==> config.mk <==
export PLATFORM = sky130hd
export DESIGN_NAME = sync_burst_sram_ctrl
export DESIGN_NICKNAME = d
export VERILOG_FILES = /design/src/rtl/sbsc_pkg.sv /design/src/rtl/sbsc_access_decode.sv /design/src/rtl/sbsc_byte_write.sv /design/src/rtl/sbsc_mem.sv /design/src/rtl/sync_burst_sram_ctrl.sv
export SDC_FILE = /design/constraint.sdc
export NUM_CORES = 1
export LEC_CHECK = 0
export BUFFER_PORTS_ARGS = -buffer_cell sky130_fd_sc_hd__buf_2
export CAP_MARGIN = 20
export CORE_UTILIZATION = 55
export CTS_CLUSTER_DIAMETER = 30
export DETAILED_ROUTE_END_ITERATION = 10
export PLACE_DENSITY_LB_ADDON = 0.3
export SLEW_MARGIN = 25
export SYNTH_ARGS = -nofsm -noshare
export SYNTH_HDL_FRONTEND = slang
export SYNTH_SLANG_ARGS = --single-unit
==> constraint.sdc <==
create_clock -name clk -period 2.2 [get_ports clk]
set_input_delay 0.22 -clock clk [delete_from_list [all_inputs] [get_ports clk]]
set_output_delay 0.22 -clock clk [all_outputs]
set_load 0.03 [all_outputs]
==> src/rtl/sbsc_pkg.sv <==
package sbsc_pkg;
   typedef struct packed {
      logic evt;      // a strobe is honoured this edge
      logic sel;      // all chip selects active
      logic p_start;  // processor-strobe start
      logic c_start;  // controller-strobe start
   } sbsc_evt_t;
endpackage

==> src/rtl/sbsc_access_decode.sv <==
module sbsc_access_decode
   import sbsc_pkg::*;
(
   input  logic      cs1_ni,
   input  logic      cs2_i,
   input  logic      cs3_ni,
   input  logic      pstb_ni,
   input  logic      cstb_ni,
   output sbsc_evt_t ev_o
);
   logic p_ev, c_ev;
   always_comb begin
      p_ev = !pstb_ni && !cs1_ni;       // processor strobe gated by first select
      c_ev = !cstb_ni && !p_ev;         // controller strobe yields to processor strobe
      ev_o.sel     = !cs1_ni && cs2_i && !cs3_ni;
      ev_o.evt     = p_ev || c_ev;
      ev_o.p_start = p_ev && ev_o.sel;
      ev_o.c_start = c_ev && ev_o.sel;
   end
endmodule

==> src/rtl/sbsc_byte_write.sv <==
module sbsc_byte_write #(
   parameter int BYTES = 4
) (
   input  logic             gw_ni,
   input  logic             bwe_ni,
   input  logic [BYTES-1:0] bsel_ni,
   input  logic             allow_i,
   output logic             wreq_o,
   output logic [BYTES-1:0] mask_o
);
   logic [BYTES-1:0] req_mask;
   for (genvar k = 0; k < BYTES; k++) begin : g_lane
      assign req_mask[k] = !gw_ni || (!bwe_ni && !bsel_ni[k]);
   end
   assign wreq_o = |req_mask;
   assign mask_o = allow_i ? req_mask : '0;
endmodule

==> src/rtl/sbsc_mem.sv <==
module sbsc_mem #(
   parameter int    ADDR_W    = 4,
   parameter int    BYTES     = 4,
   parameter int    BYTE_W    = 8,
   parameter bit    CLEAR_RST = 1'b1
) (
   input  logic                    clk,
   input  logic                    rst_n,
   input  logic [BYTES-1:0]        we_i,
   input  logic [ADDR_W-1:0]       waddr_i,
   input  logic [BYTES*BYTE_W-1:0] wdata_i,
   input  logic [ADDR_W-1:0]       raddr_i,
   output logic [BYTES*BYTE_W-1:0] rdata_o
);
   localparam int DEPTH = 1 << ADDR_W;

   for (genvar k = 0; k < BYTES; k++) begin : g_lane
      logic [BYTE_W-1:0] lane [DEPTH];
      if (CLEAR_RST) begin : g_clr
         always_ff @(posedge clk or negedge rst_n) begin
            if (!rst_n) begin
               for (int i = 0; i < DEPTH; i++) lane[i] <= '0;
            end else if (we_i[k]) begin
               lane[waddr_i] <= wdata_i[k*BYTE_W +: BYTE_W];
            end
         end
      end else begin : g_noclr
         always_ff @(posedge clk) begin
            if (we_i[k]) lane[waddr_i] <= wdata_i[k*BYTE_W +: BYTE_W];
         end
      end
      assign rdata_o[k*BYTE_W +: BYTE_W] = lane[raddr_i];
   end
endmodule

==> src/rtl/sync_burst_sram_ctrl.sv <==
module sync_burst_sram_ctrl
   import sbsc_pkg::*;
#(
   parameter int ADDR_W    = 4,
   parameter int BYTES     = 4,
   parameter int BYTE_W    = 8,
   parameter bit CLEAR_RST = 1'b1
) (
   input  logic                    clk,
   input  logic                    rst_n,
   input  logic                    cs1_ni,
   input  logic                    cs2_i,
   input  logic                    cs3_ni,
   input  logic                    pstb_ni,
   input  logic                    cstb_ni,
   input  logic [ADDR_W-1:0]       addr_i,
   input  logic                    gw_ni,
   input  logic                    bwe_ni,
   input  logic [BYTES-1:0]        bsel_ni,
   input  logic                    oe_ni,
   input  logic [BYTES*BYTE_W-1:0] dq_i,
   output logic [BYTES*BYTE_W-1:0] dq_o,
   output logic                    dq_oe_o
);
   localparam int DW = BYTES * BYTE_W;

   if (ADDR_W < 1 || ADDR_W > 12) begin : g_bad_addr
      $error("ADDR_W must lie in 1..12");
   end
   if (BYTES < 1 || BYTE_W < 1) begin : g_bad_width
      $error("BYTES and BYTE_W must be positive");
   end

   sbsc_evt_t         ev;
   logic              acc_active;
   logic [ADDR_W-1:0] acc_addr;
   logic              wr_allow;
   logic              wr_req;
   logic [BYTES-1:0]  wr_mask;
   logic [ADDR_W-1:0] wr_addr;
   logic [DW-1:0]     rd_data;

   sbsc_access_decode dec_i (
      .cs1_ni (cs1_ni), .cs2_i (cs2_i), .cs3_ni (cs3_ni),
      .pstb_ni(pstb_ni), .cstb_ni(cstb_ni), .ev_o(ev)
   );

   // controller start writes at once; otherwise only an ongoing access writes
   assign wr_allow = ev.c_start || (!ev.evt && acc_active);
   assign wr_addr  = ev.c_start ? addr_i : acc_addr;

   sbsc_byte_write #(.BYTES(BYTES)) bw_i (
      .gw_ni(gw_ni), .bwe_ni(bwe_ni), .bsel_ni(bsel_ni),
      .allow_i(wr_allow), .wreq_o(wr_req), .mask_o(wr_mask)
   );

   always_ff @(posedge clk or negedge rst_n) begin
      if (!rst_n) begin
         acc_active <= 1'b0;
         acc_addr   <= '0;
      end else if (ev.evt) begin
         acc_active <= ev.sel;
         if (ev.sel) acc_addr <= addr_i;
      end
   end

   sbsc_mem #(
      .ADDR_W(ADDR_W), .BYTES(BYTES), .BYTE_W(BYTE_W), .CLEAR_RST(CLEAR_RST)
   ) mem_i (
      .clk(clk), .rst_n(rst_n), .we_i(wr_mask), .waddr_i(wr_addr),
      .wdata_i(dq_i), .raddr_i(acc_addr), .rdata_o(rd_data)
   );

   assign dq_oe_o = acc_active && !oe_ni && !wr_req;
   assign dq_o    = dq_oe_o ? rd_data : '0;
endmodule

==> results.md <==
- Largest family of logic cells by synthesized area: multiplexers
- Most used DFF post-synth: dfrtp_1
- Initial core utilization: a little under three fifths
- Max H-tree Level: 3
- Post-Syn Area per Cell: around 16 um^2
- Clk_lat worst skew: 0.65 ns
- Io pins: slightly above 80
- Final setup violation count: around 450
- Post-synth top area share: 53.3%
- Synth-to-Final Area Change: 42.2%
- Nets@finish: about 1900
- CP Data Arrival Time: about 2.6 ns
- Post-Synth Adder-Cell Area: 0%
- Worst Path Required: 1.98 ns
- GP Congestion: 0.926
- P_leak: 15.6 nW
- Seq/Total Area, Yosys: roughly 53%
- Synth Area in XOR/XNOR: 0%
- Share of cells above drive strength 1: between 60% and 70%
- Design area: 34500 um^2
- Max stage delay on crit path: 0.41 ns
- Iter 0 DRT Violations: between 1000 and 1500
- Setup slack after layout: -0.620 ns
- Via/cell ratio: 6.51
- Core area: 43300 um^2
- Remaining antenna violation count: 0
- Total placed cells including tap cells: about 2200
- 1st-pass router iterations: 6
- Worst path bufs/invs: 5
- Final Cycle Share: 128%
- First-pass GRT wire length: 108 mm
- Post-synthesis cell type count: 37
- Vert. Die Dim: between 200 and 250 um
- Final std cells w/o fill: about 2500
- Yosys warning count: 0
- CP endpoint kind: primary output
- Remaining Overflow, GRT: 0
- Initial antenna violation count: 1
- CTS buffer count: roughly 110
- Failing checks: setup timing
- Dominant cell type by area after synthesis: dfrtp_1
- DRC Markers: 0
- Setup CP Type: flop to primary output
- Vias post-DR: around 16000
- Clock sinks: 517
- Setup_tns: -95.20 ns
- Worst-path maximum fanout: 16
- HPWL after detailed placement: just under 40 mm
- Crit-path slowest cell: dfrtp_1
- TritonCTS clock tree: yes
- Startpoint types: flop
- Max IR drop VDD: between 0.7 and 0.8 mV
- Slew headroom: roughly three fifths
- Cells after Synth: between 1500 and 2000
- Actual slew at the worst max-slew pin: between 0.5 and 0.6 ns
- Clock root cell: clkbuf_16
- Post-synthesis simple-gate area fraction: under 10%
- Chip Width: around 210 um
- CP cell instances: buf_6 > buf_4 > inv_1 > nand2_2 > buf_12 > o22ai_2 > nor2_2 > buf_4
- Final-report hold violation count: 0
- Most used cell, CP: buf_4
- Max Clock Skew: 0.0167 ns
- Share of synthesized area spent on multiplexers: between 30 and 40%
- Fin crit period: around 2.8 ns
- Row count: 76
- Fill cell count: 2084
- Pwr/cell area: about 1100 nW/um^2
- DR WL/cell: a little over 30 um
- Mapped Area: 24300 um^2
- Number of synthesized flops with an enable pin: 0
- Worst-path clk slew: roughly 0.050 ns
- Final WL: ~77 mm
- Dpl ws: -0.455 ns
- Flip-flop and latch count after synthesis: slightly above 500
- Vias in the first global route: approximately 18000
- Complex-gate fraction of the synthesized area: a little over 7%
- Total Die Area: ~45000 um^2
- Largest net degree at the start of global routing: 75
- # port buffers: 82
- Status: finished, violations left
- Max-cap violations: 0
- Peak Freq: about 350 MHz
- RSZ-0062 raised after global routing: true
- Mapped Nets: ~1600
- Final Max Slew Viols: 0
- Crit path max-delay family: buffers and inverters
- WHS: slightly above 0.08 ns
- Worst Hold Class: primary input to flop
- Top cells by area, synth: dfrtp_1 53%, mux2_2 23%, mux4_2 12%, a211oi_4 3.1%, o221ai_1 1.2%
- Total GRT Usage: between 30% and 40%
- Placed inst area: roughly 27000 um^2
- Deepest clock path buffer count: 3
- Ys async rst share: between 90% and 100%
- Reg2reg setup slack: -0.38 ns
layer usage:
metal  GRT usage [%]  routed length, um  vias up  share of wire, %
li1                -                  -     6548                 -
met1            41.9              30300     8893                39
met2            53.0              38200      737                50
met3            5.97               4580      260               6.0
met4            13.8               3750        0               4.9
met5               0                  0        -                 0
layout make-up:
cell class / instances / area, um^2 / share of cell area, %
diodes: 1 / 2.50 / 0.00725
clock buffers: 126 / 2890 / 8.37
clock inverters: 72 / 926 / 2.68
inverters: 5 / 28.8 / 0.0834
multi-input cells: 876 / 12800 / 37.0
flip-flops and latches: 517 / 12900 / 37.5
well taps: 585 / 732 / 2.12
repair buffers: 343 / 4210 / 12.2
cells by family (layout without fill, tap and decap cells):
logic type | Yosys count | in the layout
buffers and inverters | 108 | 546
AOI/OAI and AO/OA | 156 | 156
muxes | 644 | 644
other | 0 | 1
DFF | 517 | 517
and+or+nand+nor | 76 | 76
metrics by stage:
stage / utilization [%] / power, mW
2_1_floorplan: - / 15.4
4_1_cts: 76.5 / 35.5
3_5_place_dp: 61.6 / 17.3
5_1_grt: 79.8 / 37.8
3_3_place_gp: 61.6 / 17.0
6_report: 79.8 / 36.8
cell usage in the layout (no fill, tap or decap), drive strengths merged, types with 17 or more instances in the layout:
| cell type | instances |
|---|---|
| dfrtp | 517 |
| mux2 | 516 |
| buf | 333 |
| clkbuf | 131 |
| mux4 | 128 |
| a211oi | 45 |
| nor2 | 36 |
| clkinv | 33 |
| o221ai | 32 |
| o22ai | 32 |
| o211ai | 22 |
| bufinv | 17 |
final timing paths:
kind | depth (start not counted) | startpoint | to
min reg2reg | 1 | mem_i.g_lane[0].lane[22] | mem_i.g_lane[0].lane[22]
max | 8 | acc_addr[3] | dq_o[4]
min | 2 | dq_i[28] | mem_i.g_lane[3].lane[28]
max reg2reg | 11 | acc_addr[1] | mem_i.g_lane[1].lane[24]
min in group asynchronous | 2 | rst_n | mem_i.g_lane[1].lane[55]
max in group asynchronous | 3 | rst_n | mem_i.g_lane[0].lane[22]
worst reg2reg max path, cell delays in order (launching register included):
cell and delay (ns):
dfrtp_4 0.55, buf_6 0.17, buf_6 0.12, buf_6 0.12, nor2_4 0.10, buf_6 0.14, o2111ai_4 0.14, buf_6 0.17
buf_6 0.12, a211oi_4 0.33, buf_12 0.20, mux2_4 0.31
what timing repair did:
item / CTS / global route
endpoints found under the setup margin: 501 / 462
gates resized for setup: 278 / 296
pin swaps: 78 / 67
endpoints found under the hold margin: 227 / 0
setup buffers: 71 / 19
hold buffers: 5 / 0
gates cloned: 11 / 4
cell usage after synthesis (7+ instances only):
cell type	count
mux2_2	494
mux2_1	22
a211oi_4	37
buf_2	19
o221ai_1	32
mux4_2	128
o211ai_1	18
nand2_1	10
nor2_1	36
buf_1	8
o22ai_1	32
nand4_2	10
a211oi_2	7
clkbuf_1	71
dfrtp_1	517
flip-flops by register name, summed over array words and instances, names as in the netlist:
| register | count |
|---|---|
| acc_addr | 4 |
| acc_active | 1 |
| mem_i.g_lane.lane | 512 |
where the power goes:
part           switching (mW)  internal (mW)  total, mW
Combinational            3.37           4.38       7.75
Sequential              0.999           11.1       12.1
Clock                    5.50           11.4       16.9
No activity file was read; power rests on OpenSTA's default activity.
